### config.mk
export PLATFORM = sky130hd
export DESIGN_NAME = dep_steer_sched
export DESIGN_NICKNAME = d
export VERILOG_FILES = /design/src/rtl/dsched_pkg.sv /design/src/rtl/dsched_rst_sync.sv /design/src/rtl/dsched_fifo.sv /design/src/rtl/dsched_steer.sv /design/src/rtl/dsched_arb.sv /design/src/rtl/dep_steer_sched.sv
export SDC_FILE = /design/constraint.sdc
export NUM_CORES = 1
export LEC_CHECK = 0
export BUFFER_PORTS_ARGS = -buffer_cell sky130_fd_sc_hd__buf_4
export CAP_MARGIN = 0
export CORE_UTILIZATION = 35
export CTS_BUF_LIST = sky130_fd_sc_hd__clkbuf_2
export DETAILED_ROUTE_END_ITERATION = 12
export GPL_TIMING_DRIVEN = 0
export SLEW_MARGIN = 20
export SYNTH_ARGS = -nofsm -noshare
export SYNTH_HDL_FRONTEND = slang
export SYNTH_SLANG_ARGS = --single-unit
### constraint.sdc
create_clock -name clk -period 4.8 [get_ports clk]
set_clock_uncertainty 0.15 [all_clocks]
set_input_delay 0.48 -clock clk [delete_from_list [all_inputs] [get_ports clk]]
set_output_delay 0.48 -clock clk [all_outputs]
set_load 0.03 [all_outputs]
### src/rtl/dsched_pkg.sv
package dsched_pkg;
  parameter int PTAG_W = 5;
  parameter int ID_W   = 6;

  typedef struct packed {
    logic [ID_W-1:0]   id;
    logic              dst_en;
    logic [PTAG_W-1:0] dst;
    logic              s0_en;
    logic [PTAG_W-1:0] s0;
    logic              s1_en;
    logic [PTAG_W-1:0] s1;
  } sinst_t;
endpackage

### src/rtl/dsched_rst_sync.sv
module dsched_rst_sync (
  input  logic clk,
  input  logic arst_n,
  output logic rst_q_n
);
  logic meta_q;

  always_ff @(posedge clk or negedge arst_n) begin
    if (!arst_n) begin
      meta_q  <= 1'b0;
      rst_q_n <= 1'b0;
    end else begin
      meta_q  <= 1'b1;
      rst_q_n <= meta_q;
    end
  end
endmodule

### src/rtl/dsched_fifo.sv
module dsched_fifo
  import dsched_pkg::*;
#(
  parameter int DEPTH = 4
) (
  input  logic                       clk,
  input  logic                       rst_n,
  input  logic                       push,
  input  sinst_t                     din,
  input  logic                       pop,
  output sinst_t                     head,
  output logic                       hvld,
  output logic [$clog2(DEPTH+1)-1:0] cnt
);
  localparam int PW = $clog2(DEPTH);
  localparam int CW = $clog2(DEPTH + 1);

  sinst_t          mem [DEPTH];
  logic [PW-1:0]   rp, wp, rp_n, wp_n;
  logic [CW-1:0]   cnt_n;

  function automatic logic [PW-1:0] bump(input logic [PW-1:0] p);
    return (p == PW'(DEPTH - 1)) ? '0 : p + 1'b1;
  endfunction

  always_comb begin
    rp_n  = pop  ? bump(rp) : rp;
    wp_n  = push ? bump(wp) : wp;
    cnt_n = cnt + CW'(push) - CW'(pop);
  end

  always_ff @(posedge clk or negedge rst_n) begin
    if (!rst_n) begin
      rp  <= '0;
      wp  <= '0;
      cnt <= '0;
    end else begin
      rp  <= rp_n;
      wp  <= wp_n;
      cnt <= cnt_n;
    end
  end

  always_ff @(posedge clk) begin
    if (push) mem[wp] <= din;
  end

  assign head = mem[rp];
  assign hvld = (cnt != '0);

  assert_no_overflow_R4: assert property (@(posedge clk) disable iff (!rst_n)
    push |-> (cnt != CW'(DEPTH)));
  assert_no_underflow_R7: assert property (@(posedge clk) disable iff (!rst_n)
    pop |-> (cnt != '0));
endmodule

### src/rtl/dsched_steer.sv
module dsched_steer #(
  parameter int NFIFO = 4
) (
  input  logic                     l_hit,
  input  logic [$clog2(NFIFO)-1:0] l_fifo,
  input  logic                     r_hit,
  input  logic [$clog2(NFIFO)-1:0] r_fifo,
  input  logic [NFIFO-1:0]         empty,
  input  logic [NFIFO-1:0]         full,
  output logic                     ok,
  output logic [$clog2(NFIFO)-1:0] tgt
);
  localparam int FW = $clog2(NFIFO);

  always_comb begin
    ok  = 1'b0;
    tgt = '0;
    for (int i = NFIFO - 1; i >= 0; i--) begin
      if (empty[i]) begin
        ok  = 1'b1;
        tgt = FW'(i);
      end
    end
    if (r_hit && !full[r_fifo]) begin
      ok  = 1'b1;
      tgt = r_fifo;
    end
    if (l_hit && !full[l_fifo]) begin
      ok  = 1'b1;
      tgt = l_fifo;
    end
  end
endmodule

### src/rtl/dsched_arb.sv
module dsched_arb #(
  parameter int N     = 4,
  parameter int LIMIT = 2
) (
  input  logic [N-1:0] req,
  output logic [N-1:0] gnt
);
  localparam int CW = $clog2(N + 1);
  logic [CW-1:0] used;

  always_comb begin
    gnt  = '0;
    used = '0;
    for (int i = 0; i < N; i++) begin
      if (req[i] && (used < CW'(LIMIT))) begin
        gnt[i] = 1'b1;
        used   = used + 1'b1;
      end
    end
  end
endmodule

### src/rtl/dep_steer_sched.sv
module dep_steer_sched
  import dsched_pkg::*;
#(
  parameter int NFIFO   = 4,
  parameter int DEPTH   = 4,
  parameter int ISSUE_W = 2
) (
  input  logic                  clk,
  input  logic                  rst_n,
  input  logic                  in_vld,
  output logic                  in_rdy,
  input  logic [ID_W-1:0]       in_id,
  input  logic                  in_dst_en,
  input  logic [PTAG_W-1:0]     in_dst,
  input  logic                  in_s0_en,
  input  logic [PTAG_W-1:0]     in_s0,
  input  logic                  in_s1_en,
  input  logic [PTAG_W-1:0]     in_s1,
  input  logic [2**PTAG_W-1:0]  reg_rdy,
  output logic [NFIFO-1:0]      iss_vld,
  output logic [NFIFO*ID_W-1:0] iss_id
);
  localparam int NPREG = 2 ** PTAG_W;
  localparam int FW    = $clog2(NFIFO);
  localparam int CW    = $clog2(DEPTH + 1);

  logic rst_q_n;
  dsched_rst_sync u_rst (.clk(clk), .arst_n(rst_n), .rst_q_n(rst_q_n));

  // Steering stage register
  sinst_t stg, stg_n, in_bus;
  logic   stg_vld, stg_vld_n;

  // Producer table and per-queue tail record
  logic [NPREG-1:0]  pend, pend_n;
  logic [FW-1:0]     pfifo    [NPREG];
  logic [PTAG_W-1:0] tail_dst [NFIFO];
  logic [NFIFO-1:0]  tail_de, tail_de_n;

  // Queue side
  sinst_t           hd  [NFIFO];
  logic [CW-1:0]    cnt [NFIFO];
  logic [NFIFO-1:0] hvld, hrdy, gnt, push, empty, full;

  logic          l_hit, r_hit, st_ok, st_go;
  logic [FW-1:0] lf, rf, st_tgt;

  always_comb begin
    in_bus.id     = in_id;
    in_bus.dst_en = in_dst_en;
    in_bus.dst    = in_dst;
    in_bus.s0_en  = in_s0_en;
    in_bus.s0     = in_s0;
    in_bus.s1_en  = in_s1_en;
    in_bus.s1     = in_s1;
  end

  // Producer lookup: pending and still the tail of its queue
  always_comb begin
    lf    = pfifo[stg.s0];
    rf    = pfifo[stg.s1];
    l_hit = stg_vld && stg.s0_en && pend[stg.s0] && tail_de[lf] && (tail_dst[lf] == stg.s0);
    r_hit = stg_vld && stg.s1_en && pend[stg.s1] && tail_de[rf] && (tail_dst[rf] == stg.s1);
  end

  dsched_steer #(.NFIFO(NFIFO)) u_steer (
    .l_hit(l_hit), .l_fifo(lf), .r_hit(r_hit), .r_fifo(rf),
    .empty(empty), .full(full), .ok(st_ok), .tgt(st_tgt)
  );

  assign st_go  = stg_vld && st_ok;
  assign in_rdy = !stg_vld || st_ok;

  genvar f;
  generate
    for (f = 0; f < NFIFO; f++) begin : g_q
      assign push[f]  = st_go && (st_tgt == FW'(f));
      assign empty[f] = (cnt[f] == '0);
      assign full[f]  = (cnt[f] == CW'(DEPTH));
      assign hrdy[f]  = hvld[f] && (!hd[f].s0_en || reg_rdy[hd[f].s0])
                                && (!hd[f].s1_en || reg_rdy[hd[f].s1]);
      assign iss_id[f*ID_W +: ID_W] = hd[f].id;

      dsched_fifo #(.DEPTH(DEPTH)) u_fifo (
        .clk(clk), .rst_n(rst_q_n), .push(push[f]), .din(stg),
        .pop(gnt[f]), .head(hd[f]), .hvld(hvld[f]), .cnt(cnt[f])
      );

      assert_table_clear_R9: assert property (@(posedge clk) disable iff (!rst_q_n)
        (gnt[f] && hd[f].dst_en) |=> !pend[$past(hd[f].dst)]);
    end
  endgenerate

  dsched_arb #(.N(NFIFO), .LIMIT(ISSUE_W)) u_arb (.req(hrdy), .gnt(gnt));
  assign iss_vld = gnt;

  // Next state
  always_comb begin
    stg_vld_n = in_rdy ? in_vld : stg_vld;
    stg_n     = (in_rdy && in_vld) ? in_bus : stg;
    tail_de_n = tail_de;
    for (int q = 0; q < NFIFO; q++) begin
      if (push[q]) tail_de_n[q] = stg.dst_en;
    end
    pend_n = pend;
    for (int r = 0; r < NPREG; r++) begin
      for (int q = 0; q < NFIFO; q++) begin
        if (gnt[q] && hd[q].dst_en && (hd[q].dst == PTAG_W'(r))) pend_n[r] = 1'b0;
      end
      if (st_go && stg.dst_en && (stg.dst == PTAG_W'(r))) pend_n[r] = 1'b1;
    end
  end

  // Registers with reset
  always_ff @(posedge clk or negedge rst_q_n) begin
    if (!rst_q_n) begin
      stg_vld <= 1'b0;
      pend    <= '0;
      tail_de <= '0;
    end else begin
      stg_vld <= stg_vld_n;
      pend    <= pend_n;
      tail_de <= tail_de_n;
    end
  end

  // Datapath registers with explicit enables
  always_ff @(posedge clk) begin
    if (in_rdy && in_vld) stg <= stg_n;
    if (st_go && stg.dst_en) pfifo[stg.dst] <= st_tgt;
    for (int q = 0; q < NFIFO; q++) begin
      if (push[q]) tail_dst[q] <= stg.dst;
    end
  end

  assert_issue_limit_R8: assert property (@(posedge clk) disable iff (!rst_q_n)
    $countones(iss_vld) <= ISSUE_W);
  assert_stall_hold_R6: assert property (@(posedge clk) disable iff (!rst_q_n)
    (stg_vld && !in_rdy) |=> (stg_vld && $stable(stg)));
endmodule

# Word level (Yosys, flattened, before mapping)
# Memories as Yosys holds them, arrays and structs flattened. A register that Yosys moved wholly into a read port is not among the register bits.
# Cells that the tools add are included.
[op_classes]
div_mod_pow = 0
mul = 0
magnitude_cmp = 15
n_bitwise = 0
reduce_logical = 261
n_mux = 236
n_shift = 0
eq_ne = 172
add_sub_neg = 18
[op_table]
columns = ["cell", "count"]
rows = [
  ["$eq 5x5->1 const B", 80],
  ["$eq 5x4->1 const B", 40],
  ["$mux 1", 198],
  ["$logic_and 1x1->1", 192],
  ["$reduce_bool 5->1", 32],
  ["$eq 5x3->1 const B", 20],
  ["$lt 5x6->1 const B", 10],
  ["$bmux 1 s5", 10],
  ["$eq 5x2->1 const B", 10],
  ["$mux 2", 17],
  ["$eq 5x1->1 const B", 5],
  ["$logic_not 5->1", 5],
  ["$mux 5", 5],
  ["$eq 2x2->1 const B", 10],
  ["$add 2x1->2 const B", 8],
  ["$reduce_or 5->1", 3],
  ["$add 3x1->3", 4],
  ["$eq 3x3->1 const B", 4],
  ["$logic_not 3->1", 4],
  ["$reduce_bool 3->1", 4],
  ["$sub 3x1->3", 4],
  ["$logic_not 1->1", 11],
  ["$eq 5x5->1", 2],
  ["$logic_or 1x1->1", 9],
  ["other kinds (9)", 15],
]
[word_totals]
output_inout_bits = 29
mem_bits_ro = 0
ramBits = 468
in_bits = 59
ff_bits = 91
n_memories = 6
wordCells = 766
latchBits = 0
[mem_list]
columns = ["name", "words", "word_bits", "read_ports", "rd_ports_with_merged_regs", "wr", "line", "rtl"]
rows = [
  ["g_q[0].u_fifo.mem", 4, 24, 1, 0, 1, "dsched_fifo.sv:18", "sinst_t mem [DEPTH];"],
  ["g_q[1].u_fifo.mem", 4, 24, 1, 0, 1, "dsched_fifo.sv:18", ""],
  ["g_q[2].u_fifo.mem", 4, 24, 1, 0, 1, "dsched_fifo.sv:18", ""],
  ["g_q[3].u_fifo.mem", 4, 24, 1, 0, 1, "dsched_fifo.sv:18", ""],
  ["pfifo", 32, 2, 2, 2, 1, "dep_steer_sched.sv:36", "logic [FW-1:0] pfifo [NPREG];"],
  ["tail_dst", 4, 5, 2, 0, 1, "dep_steer_sched.sv:37", "logic [PTAG_W-1:0] tail_dst [NFIFO];"],
]

# Longest topological paths before layout
# Gate-level depths: netlist of the first run.
# An unclocked memory read counts as a cell.
[depth]
word_depth = 20
mapped_depth = 23
ltp_nobuf = 19

# Modules after synthesis
# Synthesis of the first run repeated with hierarchy kept, for this count alone.
[hier_totals]
cells_unflattened = 1495
hier_area_um2 = 26376.5
[by_module_without_submodules]
columns = ["mod", "cells_per_inst", "seq_area_each_um2", "n_inst", "area_each_um2"]
rows = [
  ["dsched_fifo", 161, 3057.9, 4, 3915.0],
  ["dep_steer_sched", 816, 4369.2, 1, 10407.5],
  ["dsched_steer", 23, 0.0, 1, 175.2],
  ["dsched_arb", 9, 0.0, 1, 80.1],
  ["dsched_rst_sync", 3, 50.0, 1, 53.8],
]

# Least setup slack after synthesis of the first run
# Ideal clock, no wire load.
[synth_timing]
path_kind = "register to register"
from = "reg g_q[0].u_fifo.rp[0]"
to = "reg g_q[3].u_fifo.cnt[2]"
slack_ns = -0.319
stages_incl_launch_ff = 19
setup_time_ns = 0.125
t_required_ns = 4.525
arrival_ns = 4.843
synth_period_minus_slack_ns = 5.119
n_path_buf = 2
cell_sequence = "dfrtp_1 buf_2 buf_1 mux4_2 nand2_1 o21ai_0 o211a_1 nor3_1 ha_1 a2111oi_2 nor2b_1 nor4b_4 ha_1 inv_1 ha_1 inv_1 fa_1 xnor2_1 xnor2_1"
[synth_via]
elab_chain_len = 17
word_cells_on_any_way = 24
classes_between = "add/sub: 3; order compare: 3; mux: 8; reduce/logical: 9; memory: 1"
[synth_rtl]
columns = ["item", "line", "rtl"]
rows = [
  ["start: declaration", "dsched_fifo.sv:19", "logic [PW-1:0] rp, wp, rp_n, wp_n;"],
  ["start signal: assignment", "dsched_fifo.sv:38", "rp <= rp_n;"],
  ["$mem_v2 4x24 *", "n/a", ""],
  ["$bmux 1 s5", "dep_steer_sched.sv:80", "assign hrdy[f] = hvld[f] && (!hd[f].s0_en || reg_rdy[hd[f].s0])"],
  ["$mux 1 (not written as such)", "dep_steer_sched.sv:80", ""],
  ["$logic_or 1x1->1", "dep_steer_sched.sv:80", ""],
  ["$logic_and 1x1->1", "dep_steer_sched.sv:80", ""],
  ["$logic_and 1x1->1 *", "dep_steer_sched.sv:81", "&& (!hd[f].s1_en || reg_rdy[hd[f].s1]);"],
  ["$mux 1 *", "dsched_arb.sv:15", "if (req[i] && (used < CW'(LIMIT))) begin"],
  ["$lt 1x2->1", "dsched_arb.sv:15", ""],
  ["[... 3 more ...]", "n/a", ""],
  ["$logic_and 1x1->1", "dsched_arb.sv:15", ""],
  ["$mux 3 *", "dsched_arb.sv:15", ""],
  ["$lt 3x2->1 *", "dsched_arb.sv:15", ""],
  ["$logic_and 1x1->1 *", "dsched_arb.sv:15", ""],
  ["$mux 1 *", "dsched_arb.sv:15", ""],
  ["via g_q[3].u_fifo.pop", "dsched_fifo.sv:10", "input logic pop,"],
  ["$sub 3x1->3 *", "dsched_fifo.sv:29", "cnt_n = cnt + CW'(push) - CW'(pop);"],
  ["via g_q[3].u_fifo.cnt_n[2]", "dsched_fifo.sv:20", "logic [CW-1:0] cnt_n;"],
  ["end signal: assignment", "dsched_fifo.sv:40", "cnt <= cnt_n;"],
  ["end: declaration", "dsched_fifo.sv:13", "output logic [$clog2(DEPTH+1)-1:0] cnt"],
]
# The timed path passes the listed nets; every way through them passes the cells marked *. The select of a mux whose other input is x is not followed.
# A chain may end at the register's enable or synchronous reset.

# Worst setup path after layout of the first run
[layout_timing]
from = "reg g_q[0].u_fifo.rp[1]"
to = "out iss_vld[3]"
[layout_via]
elab_chain_len = 16
word_cells_on_any_way = 23
classes_between = "add/sub: 2; order compare: 3; mux: 8; reduce/logical: 9; memory: 1"
[layout_rtl]
columns = ["item", "line", "rtl"]
rows = [
  ["$mem_v2 4x24 *", "n/a", ""],
  ["$bmux 1 s5", "dep_steer_sched.sv:80", ""],
  ["$mux 1 (not written as such)", "dep_steer_sched.sv:80", ""],
  ["$logic_or 1x1->1", "dep_steer_sched.sv:80", ""],
  ["$logic_and 1x1->1", "dep_steer_sched.sv:80", ""],
  ["$logic_and 1x1->1 *", "dep_steer_sched.sv:81", ""],
  ["$mux 1 *", "dsched_arb.sv:15", ""],
  ["$lt 1x2->1", "dsched_arb.sv:15", ""],
  ["$logic_and 1x1->1", "dsched_arb.sv:15", ""],
  ["$mux 3 *", "dsched_arb.sv:15", ""],
  ["$lt 3x2->1", "dsched_arb.sv:15", ""],
  ["$logic_and 1x1->1", "dsched_arb.sv:15", ""],
  ["$mux 3 *", "dsched_arb.sv:15", ""],
  ["$lt 3x2->1 *", "dsched_arb.sv:15", ""],
  ["$logic_and 1x1->1 *", "dsched_arb.sv:15", ""],
  ["$mux 1 *", "dsched_arb.sv:15", ""],
  ["end: declaration", "dep_steer_sched.sv:20", "output logic [NFIFO-1:0] iss_vld,"],
]
# Every way passes the cells marked *; elsewhere a longest branch is shown, timed or not. The select of a mux whose other input is x is not followed.

==> results of run 1 <==
==> placed cells by master (no fill, tap or decap), drive strengths merged, types with 10 or more instances in the layout <==
cell type	synthesis	routed
a211oi	15	15
a21oi	21	21
a22oi	20	20
and2	28	40
buf	46	229
clkbuf	20	235
clkinv	0	32
dfrtp	67	67
dfxtp	10	10
dlygate4sd3	0	53
edfxtp	492	492
ha	30	30
inv	43	45
mux2	36	37
mux2i	112	113
mux4	190	190
nand2	82	82
nand2b	13	13
nand3	23	24
nor2	47	47
nor2b	21	21
nor3	29	29
nor4	13	13
o21ai	33	33
o221ai	10	10
o22ai	11	11
or2	11	11
xnor2	12	12
==> final timing paths <==
check / from / to
setup / recovery: g_q[0].u_fifo.rp[1] / iss_vld[3]
setup reg to reg: g_q[0].u_fifo.rp[1] / g_q[3].u_fifo.cnt[2]
max in group asynchronous: u_rst.rst_q_n / pend[18]
hold / removal: u_rst.rst_q_n / g_q[0].u_fifo.rp[0]
hold reg to reg: u_rst.rst_q_n / g_q[0].u_fifo.rp[0]
min in group clk: u_rst.meta_q / u_rst.rst_q_n
==> timing repair <==
| item | 4_1_cts | 5_1_grt |
|---|---|---|
| cloned | 8 | 15 |
| pin swaps | 35 | 35 |
| setup endpoints to repair | 548 | 436 |
| setup buffers | 69 | 31 |
| resized for setup | 128 | 109 |
| hold buffers | 53 | 0 |
| endpoints found under the hold margin | 61 | 0 |
==> power groups by stage <==
stage | registers (mW) | logic, mW | clock network (mW)
global route | 7.52 | 13.0 | 3.53
finish | 7.43 | 12.3 | 3.22
detailed placement | 7.57 | 9.77 | 0
global placement | 7.51 | 9.52 | 0
CTS | 7.42 | 11.4 | 3.31
floorplan | 7.15 | 6.95 | 0
==> final cells by class <==
class                           count  area share, %
Antenna cell                        3        0.02317
Buffer                             61          1.641
Clock buffer                      210          3.244
Clock inverter                     39         0.6874
Inverter                           43         0.5445
Multi-Input combinational cell    870          30.98
Sequential cell                   569          51.43
Tap cell                          969          3.742
Timing Repair Buffer              254          7.704
==> per-layer routing <==
layer  up-vias  global-route usage (%)  routed length [microns]
li1       7126                       -                        -
met1      8747                   25.26                    31850
met4         0                   6.709                     2026
met5         -                       0                        0
met2       719                   33.31                    38810
met3       141                   4.060                     5658
==> kinds of logic (layout without fill, tap and decap cells) <==
logic type | Yosys count | in the layout | share of synthesized area [%]
fa+ha+maj | 34 | 34 | 1.717
flops | 569 | 569 | 62.79
other cells | 1 | 4 | 0.01414
simple gates | 308 | 321 | 6.539
buf+inv | 112 | 607 | 2.236
xor+xnor | 19 | 19 | 0.6275
compound gates | 155 | 155 | 4.043
mux | 338 | 340 | 22.04
==> stage by stage <==
step | hold slack (ns) | total power, mW | cell area [sq um]
finish | 0.1517 | 22.95 | 32400
global route | 0.1787 | 24.03 | 32390
CTS | 0.1081 | 22.14 | 31610
global placement | 0.1132 | 17.03 | 28440
floorplan | 0.03441 | 14.10 | 26580
detailed placement | 0.1152 | 17.34 | 28700
==> cell usage after synthesis (4+ instances only) <==
library cell,count
o211ai_1,8
mux2_1,14
or2b_2,5
mux2i_1,111
nand4_1,6
o221ai_1,10
or2_2,5
buf_6,4
nor3_1,27
a211o_1,6
a22oi_1,19
mux2_2,15
nand3b_1,6
o2bb2ai_1,5
xnor2_1,12
o21ai_0,30
dfrtp_1,67
clkbuf_1,16
ha_1,30
a21o_1,8
inv_1,43
nand2b_1,13
nand3_1,21
or2_1,6
buf_2,21
nor2b_1,21
fa_1,4
a21oi_1,18
or3_1,6
edfxtp_1,492
buf_1,14
mux2_4,7
nand2_1,81
nor2_1,47
xor2_1,7
nor4_1,8
dfxtp_1,10
a211oi_1,15
and2_1,28
buf_4,5
and3_1,4
mux4_2,190
o22ai_1,11
==> registers in the layout, indices dropped and copies added, names as in the netlist, named ones only <==
name,count
g_q.u_fifo.cnt,12
u_rst.rst_q_n,1
stg,24
tail_de,4
u_rst.meta_q,1
g_q.u_fifo.mem,384
pfifo,64
pend,32
g_q.u_fifo.rp,8
tail_dst,20
stg_vld,1
g_q.u_fifo.wp,8
==> results.py, run 1 <==
metrics = {
    "power": {
        "pwr_density_cell_nw_per_um2": 708.4,
        "leakagePower_nw": 11.61,
        "swShare_pct": 40.87,
        "intPower_mw": 13.57,
        "power_switching_mw": 9.380,
        "vdd_ir_drop_max_v": 0.0004111,
        "seq_power_share_pct": 32.4,
        "comb_power_share_pct": 53.6,
        "clkPwrFrac_pct": 14.0,
    },
    "outcome": {
        "violations": "setup timing",
        "status": "complete, but fails checks",
    },
    "placement": {
        "post-dp-hpwl_microns": 49210,
        "dpl_worst_slack_ns": -1.964,
        "routabilityCongestion": 0.9127,
        "place_inst": 2602,
        "port_buffers": 87,
    },
    "floorplan": {
        "dieArea_sq_um": 76880,
        "die_height_microns": 277.3,
        "rows": 100,
        "die_w_microns": 277.3,
        "core-area_sq_um": 74700,
        "num_io_pins": 88,
        "initial_core_util_pct": 35.50,
    },
    "synthesis": {
        "yosysUniqueCellTypes": 85,
        "synth.area.top_cells": "edfxtp_1 56%, mux4_2 16%, dfrtp_1 6.3%, mux2i_1 4.2%, ha_1 1.4%",
        "synth_top_area_share_pct": 55.71,
        "postSynthAreaPerCell_sq_um": 17.27,
        "synth_nets": 1629,
        "synth-async-reset-ratio_pct": 11.78,
        "yosys_warnings": 0,
        "syn_area_sq_um": 26520,
        "synthFlopType": "edfxtp_1",
        "synthCells": 1536,
        "ys_seq_area_share_pct": 62.79,
        "yosysTopAreaCell": "edfxtp_1",
        "ys_ff_latch": 569,
        "synth-edff-count": 492,
    },
    "critical_path": {
        "worstSetupPathType": "flip-flop to output pin",
        "crit_path_end_kind": "output pin",
        "start_kind": "flip-flop",
        "slowest_stage": "dfrtp_1",
        "cp.buffers_inverters": 3,
        "reg2reg_depth": 21,
        "required_ns": 4.17,
        "crit_family": "multiplexers",
        "crit_chain": "mux4_2 -> mux4_2 -> mux2i_1 -> mux2i_1 -> mux2i_1 -> and2_4 -> nor3_4 -> ha_4 -> a2111oi_4 -> nor2b_4 -> nor4b_4 -> buf_6 -> buf_6 -> buf_6",
        "worstPathMaxFanout": 8,
        "arrival_ns": 5.20,
        "cp.depth": 14,
        "r2r_setup_slack_ns": -0.42,
        "cpPeakStageDelay_ns": 0.65,
    },
    "clock_network": {
        "clock-sinks": 569,
        "clockRootBuffer": "clkbuf_2",
        "numCtsBuffers": 138,
        "cts_tree": "built",
        "clk_path_buf_depth": 3,
        "cts_htree_levels": 4,
        "cts.clk_slew.worst_paths_ns": 0.10,
        "clk_latency_ns": 1.35,
    },
    "grt": {
        "grt_pass1_vias": 17435,
        "grt_overflow": 0,
        "grt_pass1_wl_microns": 111300,
        "antenna_found_initial": 1,
        "grt_usage_pct": 19.74,
        "grt_max_degree": 35,
    },
    "routing": {
        "drt_iter0_markers": 1465,
        "drt_pass1_iterations": 5,
        "drc": 0,
        "ant_nets": 0,
        "via_count": 16733,
        "finalWirelength_microns": 78350,
        "post_drt_wl_per_cell_microns": 25.96,
        "via_per_inst": 5.544,
    },
    "cells_and_area": {
        "postLayoutCoreUtil_pct": 43.37,
        "regArea_sq_um": 16660,
        "layout.cells.non_filler": 3018,
        "fillerInstances": 6542,
        "layout.nets": 2030,
        "area_delta_synth_final_pct": 22.16,
        "multi_input_area_sq_um": 10040,
        "layout-drive-gt1-share_pct": 41.10,
    },
    "timing": {
        "hold_violations": 0,
        "slew_violations": 0,
        "fin_ws_ns": -1.027,
        "rsz0062_at_grt": "true",
        "fmax_mhz": 171.6,
        "period_needed_ns": 5.827,
        "setup_viol": 45,
        "period_share_pct": 121.4,
        "setup_tns_ns": -13.01,
        "relSlewSlack_pct": 22.74,
        "tightest_slew_ns": 1.150,
    },
    "run": {
        "max_cap_viol_count": 0,
    },
    "hold_path": {
        "hold_class": "flip-flop to asynchronous set/reset pin",
    },
}
No activity file was read; power rests on OpenSTA's default activity.
==> run 2: changes to the inputs <==
--- a/config.mk
+++ b/config.mk
@@ -11,6 +11,8 @@
 export CTS_BUF_LIST = sky130_fd_sc_hd__clkbuf_2
 export DETAILED_ROUTE_END_ITERATION = 12
 export GPL_TIMING_DRIVEN = 0
+export PLACE_DENSITY = 0.47
+export REMOVE_ABC_BUFFERS = 1
 export SLEW_MARGIN = 20
 export SYNTH_ARGS = -nofsm -noshare
 export SYNTH_HDL_FRONTEND = slang
==> run 2 against run 1 <==
Net effect: the flow still finishes with violations (setup timing); combinational power increased by 3%; setup slack improved by 0.27 ns; critical path type unchanged; sequential power is 1% higher.
==> results.py, run 2 (same netlist as run 1, synthesis figures left out) <==
metrics = {
    "placement": {
        "place_area_sq_um": 28930,
        "post-dp-hpwl_microns": 51750,
        "port_buffers": 87,
        "routabilityCongestion": 0.8999,
    },
    "routing": {
        "drt_pass1_iterations": 5,
        "finalWirelength_microns": 82090,
        "drt_iter0_markers": 1424,
        "drc": 0,
        "post_drt_wl_per_cell_microns": 26.93,
        "via_count": 16884,
        "via_per_inst": 5.539,
        "ant_nets": 0,
    },
    "grt": {
        "antenna_found_initial": 2,
        "grt_usage_pct": 21.25,
        "grt_pass1_wl_microns": 117900,
        "grt_max_degree": 48,
        "grt_pass1_vias": 17413,
        "grt_overflow": 0,
    },
    "critical_path": {
        "arrival_ns": 4.92,
        "crit_chain": "buf_12 -> mux4_2 -> buf_12 -> mux4_2 -> mux2_4 -> o211ai_1 -> o211a_4 -> nor3_4 -> ha_4 -> a2111oi_4 -> buf_4 -> nor2b_4 -> nor4b_4 -> buf_6 -> buf_6",
        "slowest_stage": "dfrtp_4",
        "r2r_setup_slack_ns": -0.35,
        "start_kind": "flip-flop",
        "required_ns": 4.17,
        "cpPeakStageDelay_ns": 0.55,
        "worstPathMaxFanout": 8,
        "worstSetupPathType": "flip-flop to output pin",
        "reg2reg_depth": 25,
        "crit_path_end_kind": "output pin",
    },
    "clock_network": {
        "numCtsBuffers": 150,
        "cts.clk_slew.worst_paths_ns": 0.09,
        "clock-sinks": 569,
        "clockRootBuffer": "clkbuf_2",
        "clk_latency_ns": 1.32,
        "cts_tree": "built",
        "cts_htree_levels": 4,
        "clk_path_buf_depth": 3,
    },
    "timing": {
        "rsz0062_at_grt": "true",
        "setup_viol": 114,
        "hold_violations": 0,
        "slew_violations": 0,
        "fmax_mhz": 180.1,
        "relSlewSlack_pct": 21.49,
        "period_share_pct": 115.7,
        "tightest_slew_ns": 1.169,
        "period_needed_ns": 5.553,
        "fin_ws_ns": -0.7530,
    },
    "cells_and_area": {
        "top_regs": "g_q.u_fifo.mem: 384 flops, pfifo: 64 flops, pend: 32 flops",
        "regArea_sq_um": 16690,
        "multi_input_area_sq_um": 9852,
        "layout-drive-gt1-share_pct": 41.96,
        "largest_register_ffs": 384,
        "largest_register": "g_q.u_fifo.mem",
        "postLayoutCoreUtil_pct": 44.73,
        "fillerInstances": 6564,
        "final_cell_mix": "492 x edfxtp_1, 209 x clkbuf_2, 190 x mux4_2, 172 x buf_4, 104 x mux2i_1",
        "finish.instance_area_sq_um": 33410,
        "final_common_cell": "edfxtp_1",
        "layout.nets": 2063,
        "area_delta_synth_final_pct": 25.97,
    },
    "power": {
        "vdd_ir_drop_max_v": 0.0004708,
        "pwr_density_cell_nw_per_um2": 706.7,
        "leakagePower_nw": 12.07,
        "total_power_mw": 23.61,
    },
    "outcome": {
        "status": "complete, but fails checks",
        "violations": "setup timing",
    },
    "hold_path": {
        "hold_class": "flip-flop to asynchronous set/reset pin",
    },
    "floorplan": {
        "initial_core_util_pct": 35.50,
        "core-area_sq_um": 74700,
        "dieArea_sq_um": 76880,
        "num_io_pins": 88,
        "die_w_microns": 277.3,
        "rows": 100,
        "die_height_microns": 277.3,
    },
    "run": {
        "max_cap_viol_count": 0,
    },
}
[run 2: changes by cell type in the layout (fill, tap and decap cells not counted), sizes merged]
cell,change
buf,+59
clkbuf,-19
and2,-12
clkinv,+9
clkdlybuf4s15,-6
bufinv,+3
clkinvlp,-2
clkdlybuf4s18,-1
clkdlybuf4s50,-1
[run 2: area by class of cell]
class | count | area share [%]
well taps | 969 | 3.629
inverters | 43 | 0.4906
diodes | 3 | 0.02247
clock buffers | 209 | 3.131
repair buffers | 348 | 12.32
flip-flops and latches | 569 | 49.97
clock inverters | 49 | 0.9475
multi-input cells | 858 | 29.49
[run 2: repair_timing]
item                                   4_1_cts  5_1_grt
resized for setup                          136       73
endpoints found under the hold margin       61        0
setup buffers                              122       40
cloned                                       8        8
setup endpoints to repair                  542      449
pin swaps                                   55       33
hold buffers                                53        0
[run 2: worst max-delay path: cells and delay by family (launching register included)]
kind                       cells  cell delay (ns)
AOI/OAI and AO/OA              3             0.67
adders and majority gates      1             0.23
and+or+nand+nor                3             0.28
DFF                            1             0.55
muxes                          3             1.15
buffers and inverters          5             0.80
[run 2: metrics by stage]
step	instances	setup TNS, ns	hold slack (ns)	setup WS, ns
after floorplan	1467	-480.87	0.03441	-1.965
after global placement	2523	-1692.26	0.1134	-3.907
after detailed placement	2564	-574.57	0.09257	-1.975
after CTS	3005	-9.167	0.07312	-1.018
after global routing	3048	-48.20	0.1043	-1.012
final	3048	-13.18	0.04772	-0.7530
[run 2: final timing paths]
kind,from,end
setup / recovery,g_q[0].u_fifo.rp[0],iss_vld[3]
hold / removal,u_rst.rst_q_n,g_q[0].u_fifo.wp[0]
setup reg to reg,flip-flop,g_q[1].u_fifo.cnt[2]
hold reg to reg,u_rst.rst_q_n,g_q[0].u_fifo.wp[0]
max in group asynchronous,u_rst.rst_q_n,g_q[1].u_fifo.rp[0]
min in group clk,u_rst.meta_q,u_rst.rst_q_n
[run 2: metal layers]
metal | routed length (microns) | up-vias | GRT usage (%)
li1 | - | 7197 | -
met1 | 37060 | 8939 | 29.98
met2 | 38750 | 623 | 33.27
met3 | 4805 | 125 | 4.093
met4 | 1468 | 0 | 6.325
met5 | 0 | - | 0
[run 2: power breakdown]
| part | internal [mW] | total [mW] | switching (mW) | leakage [nW] |
|---|---|---|---|---|
| clock | 1.39 | 3.41 | 2.02 | 1.01 |
| sequential | 6.66 | 7.54 | 0.879 | 5.36 |
| combinational | 6.15 | 12.7 | 6.51 | 5.69 |
| total | 14.2 | 23.6 | 9.40 | 12.1 |
